`src/rtl/pf_pkg.sv`:
```
package pf_pkg;
  localparam int unsigned NBUF = 2;

  typedef enum logic {
    BLK_NARROW = 1'b0,
    BLK_WIDE   = 1'b1
  } blk_mode_e;
endpackage

```
`src/rtl/pf_fetch_buf.sv`:
```
module pf_fetch_buf #(
  parameter int unsigned ADDR_W = 32,
  parameter int unsigned ID_W   = 8
) (
  input  logic              clk_i,
  input  logic              rst_ni,
  input  logic              load_i,
  input  logic [ADDR_W-1:0] load_addr_i,
  input  logic [ID_W-1:0]   load_id_i,
  input  logic              rsp_valid_i,
  input  logic [ID_W-1:0]   rsp_id_i,
  output logic              tag_vld_o,
  output logic [ADDR_W-1:0] tag_o,
  output logic [ID_W-1:0]   id_o,
  output logic              pend_o
);
  logic rsp_hit;
  assign rsp_hit = rsp_valid_i && pend_o && (rsp_id_i == id_o);

  always_ff @(posedge clk_i or negedge rst_ni) begin
    if (!rst_ni) begin
      tag_vld_o <= 1'b0;
      tag_o     <= '0;
      id_o      <= '0;
      pend_o    <= 1'b0;
    end else if (load_i) begin
      tag_vld_o <= 1'b1;
      tag_o     <= load_addr_i;
      id_o      <= load_id_i;
      pend_o    <= 1'b1;
    end else if (rsp_hit) begin
      pend_o    <= 1'b0;
    end
  end

  AST_RSP_CLEARS: assert property (@(posedge clk_i) disable iff (!rst_ni)
    (rsp_valid_i && pend_o && rsp_id_i == id_o && !load_i) |=> !pend_o);
  AST_FOREIGN_RSP: assert property (@(posedge clk_i) disable iff (!rst_ni)
    (!load_i && rsp_valid_i && rsp_id_i != id_o) |=> ($stable(pend_o) && $stable(tag_o)));
  AST_TAG_HOLD: assert property (@(posedge clk_i) disable iff (!rst_ni)
    !load_i |=> ($stable(tag_o) && $stable(tag_vld_o)));
endmodule

```
`src/rtl/pf_issue.sv`:
```
module pf_issue (
  input  logic       clk_i,
  input  logic       rst_ni,
  input  logic [1:0] set_i,
  input  logic       cur_i,
  output logic       req_valid_o,
  output logic       req_buf_o,
  output logic       pending_o
);
  logic [1:0] iss_q;
  logic [1:0] grant;

  // current buffer drains ahead of the prefetch buffer
  always_comb begin
    grant = '0;
    if (iss_q[cur_i])       grant[cur_i]  = 1'b1;
    else if (iss_q[!cur_i]) grant[!cur_i] = 1'b1;
  end

  assign req_valid_o = |grant;
  assign req_buf_o   = grant[1];
  assign pending_o   = |iss_q;

  always_ff @(posedge clk_i or negedge rst_ni) begin
    if (!rst_ni) iss_q <= '0;
    else         iss_q <= (iss_q & ~grant) | set_i;
  end

  AST_ONE_GRANT: assert property (@(posedge clk_i) disable iff (!rst_ni)
    $onehot0(grant));
  AST_CUR_FIRST: assert property (@(posedge clk_i) disable iff (!rst_ni)
    (iss_q[cur_i] && req_valid_o) |-> (req_buf_o == cur_i));
  AST_NO_SET_BUSY: assert property (@(posedge clk_i) disable iff (!rst_ni)
    (set_i != 2'b00) |-> (iss_q == 2'b00));
endmodule

```
`src/rtl/pf_wait_ctr.sv`:
```
module pf_wait_ctr #(
  parameter int unsigned PEN_W = 4,
  parameter int unsigned CNT_W = 8
) (
  input  logic             clk_i,
  input  logic             rst_ni,
  input  logic             accept_i,
  input  logic [PEN_W-1:0] pen_i,
  input  logic             busy_i,
  output logic             stall_o,
  output logic [CNT_W-1:0] wait_o
);
  localparam logic [CNT_W-1:0] CNT_MAX = '1;

  logic [PEN_W-1:0] pen_q;

  assign stall_o = (pen_q != '0) || busy_i;

  always_ff @(posedge clk_i or negedge rst_ni) begin
    if (!rst_ni) begin
      pen_q  <= '0;
      wait_o <= '0;
    end else if (accept_i) begin
      pen_q  <= pen_i;
      wait_o <= '0;
    end else begin
      if (pen_q != '0) pen_q <= pen_q - 1'b1;
      if (stall_o && wait_o != CNT_MAX) wait_o <= wait_o + 1'b1;
    end
  end

  AST_WAIT_HOLD: assert property (@(posedge clk_i) disable iff (!rst_ni)
    (!stall_o && !accept_i) |=> $stable(wait_o));
  AST_NO_ACCEPT_STALLED: assert property (@(posedge clk_i) disable iff (!rst_ni)
    accept_i |-> !stall_o);
endmodule

```
`src/rtl/pf_dual_fetch.sv`:
```
module pf_dual_fetch
  import pf_pkg::*;
#(
  parameter int unsigned ADDR_W       = 32,
  parameter int unsigned ID_W         = 8,
  parameter int unsigned PEN_W        = 4,
  parameter int unsigned CNT_W        = 8,
  parameter int unsigned NARROW_BYTES = 8,
  parameter int unsigned WIDE_BYTES   = 16,
  parameter bit          DEF_BUF      = 1'b0
) (
  input  logic              clk_i,
  input  logic              rst_ni,
  input  logic              fetch_valid_i,
  input  logic [ADDR_W-1:0] fetch_pc_i,
  input  logic              wide_mode_i,
  input  logic [PEN_W-1:0]  penalty_i,
  input  logic              rsp_valid_i,
  input  logic [ID_W-1:0]   rsp_id_i,
  output logic              req_valid_o,
  output logic [ADDR_W-1:0] req_addr_o,
  output logic [ID_W-1:0]   req_id_o,
  output logic              req_buf_o,
  output logic              stall_o,
  output logic [CNT_W-1:0]  wait_cnt_o
);
  localparam logic [ADDR_W-1:0] NARROW_SZ = ADDR_W'(NARROW_BYTES);
  localparam logic [ADDR_W-1:0] WIDE_SZ   = ADDR_W'(WIDE_BYTES);

  logic              accept;
  logic [ADDR_W-1:0] blk_sz, aligned, next_blk;
  logic [NBUF-1:0]   tag_vld, pend, hit, load;
  logic [ADDR_W-1:0] tag   [NBUF];
  logic [ID_W-1:0]   bid   [NBUF];
  logic [ADDR_W-1:0] ld_addr [NBUF];
  logic [ID_W-1:0]   ld_id [NBUF];
  logic              cur_sel, pre_sel, cur_found, pre_hit;
  logic              load_cur, load_pre;
  logic              cur_q;
  logic [ID_W-1:0]   ctr_q;
  logic              iss_pending, busy;

  assign accept   = fetch_valid_i && !stall_o;
  assign blk_sz   = (blk_mode_e'(wide_mode_i) == BLK_WIDE) ? WIDE_SZ : NARROW_SZ;
  assign aligned  = fetch_pc_i & ~(blk_sz - 1'b1);
  assign next_blk = aligned + blk_sz;

  // lowest matching buffer wins; default buffer on a miss
  always_comb begin
    cur_sel   = DEF_BUF;
    cur_found = 1'b0;
    for (int b = 0; b < NBUF; b++) begin
      if (hit[b] && !cur_found) begin
        cur_sel   = b[0];
        cur_found = 1'b1;
      end
    end
  end

  assign pre_sel  = !cur_sel;
  assign pre_hit  = tag_vld[pre_sel] && (tag[pre_sel] == next_blk);
  assign load_cur = accept && !cur_found;
  assign load_pre = accept && !pre_hit;

  generate
    for (genvar b = 0; b < NBUF; b++) begin : g_buf
      assign hit[b]     = tag_vld[b] && (tag[b] == aligned);
      assign load[b]    = (load_cur && cur_sel == b[0]) || (load_pre && pre_sel == b[0]);
      assign ld_addr[b] = (cur_sel == b[0]) ? aligned : next_blk;
      assign ld_id[b]   = (cur_sel == b[0]) ? ctr_q : ctr_q + ID_W'(load_cur);

      pf_fetch_buf #(
        .ADDR_W(ADDR_W),
        .ID_W  (ID_W)
      ) u_buf (
        .clk_i       (clk_i),
        .rst_ni      (rst_ni),
        .load_i      (load[b]),
        .load_addr_i (ld_addr[b]),
        .load_id_i   (ld_id[b]),
        .rsp_valid_i (rsp_valid_i),
        .rsp_id_i    (rsp_id_i),
        .tag_vld_o   (tag_vld[b]),
        .tag_o       (tag[b]),
        .id_o        (bid[b]),
        .pend_o      (pend[b])
      );
    end
  endgenerate

  always_ff @(posedge clk_i or negedge rst_ni) begin
    if (!rst_ni) begin
      cur_q <= DEF_BUF;
      ctr_q <= '0;
    end else if (accept) begin
      cur_q <= cur_sel;
      ctr_q <= ctr_q + ID_W'(load_cur) + ID_W'(load_pre);
    end
  end

  pf_issue u_issue (
    .clk_i       (clk_i),
    .rst_ni      (rst_ni),
    .set_i       (load),
    .cur_i       (cur_q),
    .req_valid_o (req_valid_o),
    .req_buf_o   (req_buf_o),
    .pending_o   (iss_pending)
  );

  assign req_addr_o = tag[req_buf_o];
  assign req_id_o   = bid[req_buf_o];
  assign busy       = pend[cur_q] || iss_pending;

  pf_wait_ctr #(
    .PEN_W(PEN_W),
    .CNT_W(CNT_W)
  ) u_wait (
    .clk_i    (clk_i),
    .rst_ni   (rst_ni),
    .accept_i (accept),
    .pen_i    (penalty_i),
    .busy_i   (busy),
    .stall_o  (stall_o),
    .wait_o   (wait_cnt_o)
  );

  AST_REQ_ALIGNED: assert property (@(posedge clk_i) disable iff (!rst_ni)
    req_valid_o |-> (req_addr_o[2:0] == 3'b000));
  AST_ID_STEP: assert property (@(posedge clk_i) disable iff (!rst_ni)
    (req_valid_o && $past(req_valid_o)) |-> (req_id_o == $past(req_id_o) + 1'b1));
  AST_PEN_STALL: assert property (@(posedge clk_i) disable iff (!rst_ni)
    (accept && penalty_i != '0) |=> stall_o);
  AST_MISS_DEFAULT: assert property (@(posedge clk_i) disable iff (!rst_ni)
    (accept && hit == '0) |=> (req_valid_o && req_buf_o == DEF_BUF));
  AST_CUR_READY: assert property (@(posedge clk_i) disable iff (!rst_ni)
    (!stall_o && $past(stall_o)) |-> !pend[cur_q]);
endmodule

```
`config.mk`:
```
export PLATFORM = sky130hd
export DESIGN_NAME = pf_dual_fetch
export DESIGN_NICKNAME = d
export VERILOG_FILES = /design/src/rtl/pf_pkg.sv /design/src/rtl/pf_fetch_buf.sv /design/src/rtl/pf_issue.sv /design/src/rtl/pf_wait_ctr.sv /design/src/rtl/pf_dual_fetch.sv
export SDC_FILE = /design/constraint.sdc
export NUM_CORES = 1
export LEC_CHECK = 0
export BUFFER_PORTS_ARGS = -buffer_cell sky130_fd_sc_hd__buf_2
export CAP_MARGIN = 10
export CORE_ASPECT_RATIO = 0.75
export CORE_MARGIN = 2
export CORE_UTILIZATION = 54
export DETAILED_ROUTE_END_ITERATION = 10
export PLACE_DENSITY_LB_ADDON = 0.3
export SLEW_MARGIN = 40
export SYNTH_ARGS = -nofsm -noshare
export SYNTH_HDL_FRONTEND = slang
export SYNTH_SLANG_ARGS = --single-unit
export TNS_END_PERCENT = 5
```
`constraint.sdc`:
```
create_clock -name clk_i -period 3.7 [get_ports clk_i]
set_input_delay 0 -clock clk_i [delete_from_list [all_inputs] [get_ports clk_i]]
set_output_delay 0 -clock clk_i [all_outputs]
set_load 0.02 [all_outputs]
```
# Yosys cells after proc, flatten, opt, wreduce, memory -nomap -nowiden
# Cells that the tools add are included.
dict set report totals {
  register_bits 107
  latch_bits 0
  mem_bits_rw 0
  rom_bits 0
  in_bits 49
  output_inout_bits 51
  memories 0
}
dict set report classes {
  n_addsub 6
  multipliers 0
  div_mod_pow 0
  order_cmp 7
  eq_ne 6
  n_shift 0
  muxes 39
  n_bitwise 8
  n_reduce_logical 35
}
# op count
set ops {}
lappend ops {{32-bit 2-to-1 mux} 8}
lappend ops {{32-bit equality test} 3}
lappend ops {{8-bit 2-to-1 mux} 7}
lappend ops {{32-bit by 5-bit adder with 32-bit output} 1}
lappend ops {{32-bit AND} 1}
lappend ops {{32-bit inverter} 1}
lappend ops {{1-bit logical AND} 18}
lappend ops {{1-bit 2-to-1 mux} 17}
lappend ops {{8-bit by 1-bit adder with 8-bit output} 2}
lappend ops {{8-bit equality test} 2}
lappend ops {{8-bit by 1-bit adder with 8-bit output (second input constant)} 1}
lappend ops {{4-bit 2-to-1 mux} 2}
lappend ops {{8-bit != test (second input constant)} 1}
lappend ops {{2-bit nonzero test} 4}
lappend ops {{1-bit logical NOT} 6}
lappend ops {{1-bit by 2-bit < comparator with 1-bit output (second input constant)} 3}
lappend ops {{5-bit by 1-bit subtractor with 6-bit output (second input constant)} 1}
lappend ops {{5-bit 2-to-1 mux} 1}
lappend ops {{2-bit >= comparator (second input constant)} 2}
lappend ops {{1-bit logical OR} 4}
lappend ops {{2-bit 2-to-1 mux} 2}
lappend ops {{1-bit inverter with 2-bit output} 2}
lappend ops {{4-bit nonzero test} 1}
lappend ops {{2-bit OR reduction} 2}
lappend ops {{other kinds (7)} 9}

# Logic depth before layout (Yosys ltp)
dict set report logic_depth {
  ltp_word 22
  ltp_mapped 20
}

# Cells and area by module
# Synthesis repeated with hierarchy kept, for this count alone.
dict set report hier_totals {
  hier_cells 930
  hier_area_um2 8952.3
}
# module instances cells_each area_per_inst_um2 seq_area_each_um2
set modules_own_cells {}
lappend modules_own_cells {pf_dual_fetch 1 636 4534.3 225.2}
lappend modules_own_cells {pf_fetch_buf 2 107 1806.7 1051.0}
lappend modules_own_cells {pf_wait_ctr 1 72 708.2 300.3}
lappend modules_own_cells {pf_issue 1 8 96.3 50.0}

# Worst setup path after synthesis
# No wires, ideal clock.
dict set report synth_timing {
  kind {input port to flip-flop}
  from {input wide_mode_i}
  to {register ctr_q[2]}
  setup_time_ns 0.131
  arrival_time_ns 4.137
  path_slack_ns -0.568
  path_stages 20
  path_buffers 3
  path_cell_list {nand2b_1 fa_1 and4b_1 clkbuf_2 or3b_1 or4_4 xnor2_1 and4_1 a2111oi_0 nor4_1 o2111ai_1 nor3_1 buf_2 buf_2 nor2_1 ha_1 ha_1 xor2_1 nand2_1 xnor2_1}
}
dict set report synth_via {
  elab_chain_len 20
  elab_cells_between_ends 29
  classes_between {4 x add/sub; 3 x eq/ne; 9 x mux; 3 x bitwise; 10 x reduce/logical}
}
# item line_no
set synth_rtl {}
lappend synth_rtl {{start, declared} pf_dual_fetch.sv:16} ;# input logic wide_mode_i,
lappend synth_rtl {{5-bit 2-to-1 mux (*)} pf_dual_fetch.sv:44} ;# assign blk_sz = (blk_mode_e'(wide_mode_i) == BLK_WIDE) ? WIDE_SZ : NARROW_SZ;
lappend synth_rtl {{5-bit by 1-bit subtractor with 6-bit output} pf_dual_fetch.sv:45} ;# assign aligned = fetch_pc_i & ~(blk_sz - 1'b1);
lappend synth_rtl {{32-bit inverter} pf_dual_fetch.sv:45}
lappend synth_rtl {{32-bit AND} pf_dual_fetch.sv:45}
lappend synth_rtl {{32-bit equality test} pf_dual_fetch.sv:67} ;# assign hit[b] = tag_vld[b] && (tag[b] == aligned);
lappend synth_rtl {{1-bit logical AND} pf_dual_fetch.sv:67}
lappend synth_rtl {{1-bit 2-to-1 mux} pf_dual_fetch.sv:53} ;# if (hit[b] && !cur_found) begin
lappend synth_rtl {{1-bit logical NOT} pf_dual_fetch.sv:53}
lappend synth_rtl {{(+2 left out)} n/a}
lappend synth_rtl {{1-bit logical NOT} pf_dual_fetch.sv:60} ;# assign pre_sel = !cur_sel;
lappend synth_rtl {{1-bit inverter with 2-bit output (implied by the code)} pf_dual_fetch.sv:61} ;# assign pre_hit = tag_vld[pre_sel] && (tag[pre_sel] == next_blk);
lappend synth_rtl {{32-bit 2-to-1 mux (implied by the code) (3 in a row)} pf_dual_fetch.sv:61}
lappend synth_rtl {{32-bit equality test} pf_dual_fetch.sv:61}
lappend synth_rtl {{1-bit logical AND} pf_dual_fetch.sv:61}
lappend synth_rtl {{1-bit logical NOT} pf_dual_fetch.sv:63} ;# assign load_pre = accept && !pre_hit;
lappend synth_rtl {{1-bit logical AND} pf_dual_fetch.sv:63}
lappend synth_rtl {{8-bit by 1-bit adder with 8-bit output (*)} pf_dual_fetch.sv:97} ;# ctr_q <= ctr_q + ID_W'(load_cur) + ID_W'(load_pre);
lappend synth_rtl {{end signal, assigned} pf_dual_fetch.sv:97}
lappend synth_rtl {{end, declared} pf_dual_fetch.sv:40} ;# logic [ID_W-1:0] ctr_q;
# Every way passes the cells marked *; elsewhere a longest branch is shown, timed or not. The select of a mux whose other input is x is not followed.
# A chain may end at the register's enable or synchronous reset.

# Worst setup path after layout
dict set report layout_timing {
  from {register g_buf[1].u_buf.tag_o[15]}
  to {register g_buf[1].u_buf.tag_o[22]}
}
dict set report layout_via {
  elab_chain_len 15
  elab_cells_between_ends 22
  classes_between {2 x eq/ne; 8 x mux; 1 x bitwise; 11 x reduce/logical}
}
# item line_no
set layout_rtl {}
lappend layout_rtl {{start, declared} pf_fetch_buf.sv:13} ;# output logic [ADDR_W-1:0] tag_o,
lappend layout_rtl {{start signal, assigned} pf_fetch_buf.sv:28} ;# tag_o <= load_addr_i;
lappend layout_rtl {{32-bit equality test} pf_dual_fetch.sv:67}
lappend layout_rtl {{1-bit logical AND} pf_dual_fetch.sv:67}
lappend layout_rtl {{1-bit logical AND} pf_dual_fetch.sv:53}
lappend layout_rtl {{1-bit 2-to-1 mux} pf_dual_fetch.sv:53}
lappend layout_rtl {{1-bit logical NOT} pf_dual_fetch.sv:60}
lappend layout_rtl {{1-bit inverter with 2-bit output (implied by the code)} pf_dual_fetch.sv:61}
lappend layout_rtl {{32-bit 2-to-1 mux (implied by the code) (3 in a row)} pf_dual_fetch.sv:61}
lappend layout_rtl {{32-bit equality test} pf_dual_fetch.sv:61}
lappend layout_rtl {{1-bit logical AND} pf_dual_fetch.sv:61}
lappend layout_rtl {{1-bit logical NOT} pf_dual_fetch.sv:63}
lappend layout_rtl {{1-bit logical AND} pf_dual_fetch.sv:63}
lappend layout_rtl {{1-bit logical AND} pf_dual_fetch.sv:68} ;# assign load[b] = (load_cur && cur_sel == b[0]) || (load_pre && pre_sel == b[0]);
lappend layout_rtl {{1-bit logical OR} pf_dual_fetch.sv:68}
# Several ways; a longest one is shown, not always the timed one. The select of a mux whose other input is x is not followed.

==> metrics.txt <==
Seq cells post-synth=approximately 100; Worst VDD drop=about 0.46 mV; top cell type's share of synthesized area=about 31%; Final Worst Setup Slack=-0.585 ns; I/O pins=100; post-synth top area cell=dfrtp_1; Setup violations, final=88; gr ovfl total=0; Die Ht=111 microns; switching fraction of total power=roughly 44%; post-layout util=between 70% and 80%; CTS tree=yes; Die W=between 100 and 150 microns; crit-path max FO=16; Via Count=around 10000; GP Congestion=1.11; Int Power=about 0.0038 W; clk_lat worst skew=about 0.36 ns; cell with the most instances after synthesis=nand2_1; antenna fix cells=0; Worst Setup End Kind=flop; Max-slew headroom=between 40% and 50%; Nets=about 1400; Fmax achieved=approximately 230 MHz; Reg power frac=28.6%; Hold WS=0.0253 ns; layout cell share with drive strength beyond 1=about a third; Pre-antenna DRT Iters=8; DP Wirelength=25000 microns; CTS Sinks=between 100 and 150; core box area=about 0.015 sq mm; Initial Util=54.5%; Critical Path AT=approximately 4.5 ns; FP Rows=39; clk root buf=clkbuf_16; register area share after synthesis=between 30% and 40%; Post-Syn Instances=1018; largest net degree at the start of global routing=40; commonest cells in the netlist=nand2_1 (187), dfrtp_1 (101), xor2_1 (70), xnor2_1 (63), o21ai_0 (55); total track usage=between 40% and 50%; HP Class=primary input to flop; first-pass GRT wire length=slightly above 50000 microns; type of the worst setup path=flop to flop; Clk pwr share=between 10 and 15%; Pwr Density=roughly 600 mW/mm^2; max_cap viols=0; Synth area leaders=dfrtp_1 (31%), nand2_1 (8.5%), xor2_1 (7.5%), xnor2_1 (6.7%), mux2_2 (3.6%); IO buf count=93; vias per inst=roughly 6.4; data required time at the worst endpoint=3.94 ns; minimum clock period=4.29 ns; number of synthesized flops with an enable pin=0; drc violations=0; vias in the first global route=a little under 9000; outcome=finished, violations left; mapped cell area=0.00822 sq mm; Clock H-tree levels=3; final wirelength=about 34000 microns; mean area per synthesized cell=a little over 8 sq um; ANT nets after route=0; Power, Total=between 0.006 and 0.007 W; area grow syn2layout=38.6%; Clock Tree Buf Depth=2; leakage=~5.2 nW; first-iteration detailed-routing DRC count=~1300; YS warnings=0; Comb pwr share=a little under three fifths; Final Hold Viols=0; Most used DFF post-synth=dfrtp_1; number of CTS-inserted buffers=9; Clock transition at path regs=~0.080 ns; Critical Path Start Type=flop; fin crit share=116%; ys async rst share=100%; Routed WL per cell=between 20 and 25 microns; Worst Clk Skew=between 0.006 and 0.007 ns; initial antenna violation count=0; Slew Viols, Final=0; Die Area=0.0162 sq mm; NetSw=0.00303 W; violated checks=negative setup slack; slew of the pin with the lowest slew margin=0.881 ns; unrepaired setup endpoints after global routing=yes; post-synth cell types=70
stage by stage:
step           setup WS (ns)  instance area [sq um]  instances  setup TNS, ns
6_report              -0.585                  11400       1538         -41.11
5_1_grt               -0.696                  11400       1538         -48.91
4_1_cts               -0.360                  11300       1535         -23.66
3_5_place_dp          -0.801                  10700       1504         -58.57
3_3_place_gp          -0.789                  10700       1504         -59.44
2_1_floorplan         -0.309                   8290       1020          -2.23
sequential cells by signal, indices dropped and copies added (netlist names):
| signal | cells |
|---|---|
| g_buf.u_buf.tag_o | 58 |
| g_buf.u_buf.id_o | 16 |
| ctr_q | 8 |
| u_wait.wait_o | 8 |
| u_wait.pen_q | 4 |
| g_buf.u_buf.pend_o | 2 |
| g_buf.u_buf.tag_vld_o | 2 |
| u_issue.iss_q | 2 |
| cur_q | 1 |
cells by family after synthesis:
| kind of cell | count (synthesis) | share of synthesized area [%] |
|---|---|---|
| simple gates | 439 | 26.7 |
| compound gates | 196 | 16.2 |
| other cells | 1 | 0.0456 |
| buf+inv | 105 | 6.07 |
| mux | 34 | 4.54 |
| xor+xnor | 133 | 14.2 |
| flops | 101 | 30.8 |
| fa+ha+maj | 9 | 1.46 |
per-layer routing:
metal  global-route usage [%]  part of all wire (%)
met2                     58.3                    40
met1                     59.9                    39
met3                     13.3                    16
met4                     13.0                   4.0
met5                        0                     0
layout by cell type (no fill, tap or decap), types with 8 or more instances in the layout:
cell,synthesis,routed
xor2_1,70,69
nor4_1,28,19
and4_1,10,10
nand2_1,187,187
nand4_1,26,26
a221o_1,14,14
nand2b_1,10,9
nor2_1,50,46
inv_1,26,26
nor4_2,3,8
clkbuf_16,0,10
buf_6,7,9
a21oi_1,31,28
and3_1,14,14
mux2_2,26,26
xnor2_1,63,62
nand3_1,44,43
dfrtp_1,101,100
buf_2,23,92
nor3_1,21,18
o211ai_1,21,21
or3_1,12,11
buf_4,6,260
o21ai_0,55,51
a31oi_1,16,15
cell type report:
| class | instances | area (sq um) |
|---|---|---|
| clock buffer | 10 | 229 |
| clock inverter | 6 | 55.1 |
| fill | 1097 | 3680 |
| inverter | 27 | 101 |
| multi-input combinational | 815 | 5520 |
| sequential | 101 | 2530 |
| tap | 205 | 256 |
| timing repair buffer | 374 | 2700 |
worst max-delay path, stage by stage (launching register included):
cell and delay (ns):
dfrtp_1 0.41, xor2_1 0.17, nor4_2 0.34, buf_4 0.18, nand2_2 0.07, or4_4 0.63
buf_8 0.17, or4_1 0.50, nand4_1 0.20, o2111ai_2 0.16, nand4b_4 0.23, nor3_4 0.29
buf_6 0.15, nor3_4 0.04, buf_6 0.16, buf_12 0.15, a21oi_1 0.31
power by group through the flow:
stage / clock network [W] / logic (W) / registers, W
6_report: 0.000949 / 0.00393 / 0.00196
5_1_grt: 0.00100 / 0.00416 / 0.00201
3_5_place_dp: 0 / 0.00366 / 0.00196
3_3_place_gp: 0 / 0.00360 / 0.00193
4_1_cts: 0.000954 / 0.00376 / 0.00194
2_1_floorplan: 0 / 0.00182 / 0.00204
worst paths after layout:
kind                            cells after the start                startpoint  slack [ns]                       end
worst max register to register                     16  g_buf[1].u_buf.tag_o[15]       -0.59  g_buf[1].u_buf.tag_o[22]
worst min register to register                      2                  ctr_q[0]        0.53                  ctr_q[0]
min in group asynchronous                           2                    rst_ni        0.14  g_buf[1].u_buf.tag_o[25]
worst max-delay path                               16  g_buf[1].u_buf.tag_o[15]       -0.59  g_buf[1].u_buf.tag_o[22]
max in group asynchronous                           3                    rst_ni        2.67   g_buf[1].u_buf.tag_o[9]
worst min-delay path                                4            fetch_pc_i[26]        0.03  g_buf[0].u_buf.tag_o[26]
timing repair:
item | CTS | global route
endpoints found under the hold margin | 40 | 0
setup buffers | 7 | 2
endpoints found under the setup margin | 88 | 88
hold buffers | 7 | 0
gates resized for setup | 36 | 19
pin swaps | 10 | 17
cloned | 1 | 1
Power figures use the tool's default switching activity.
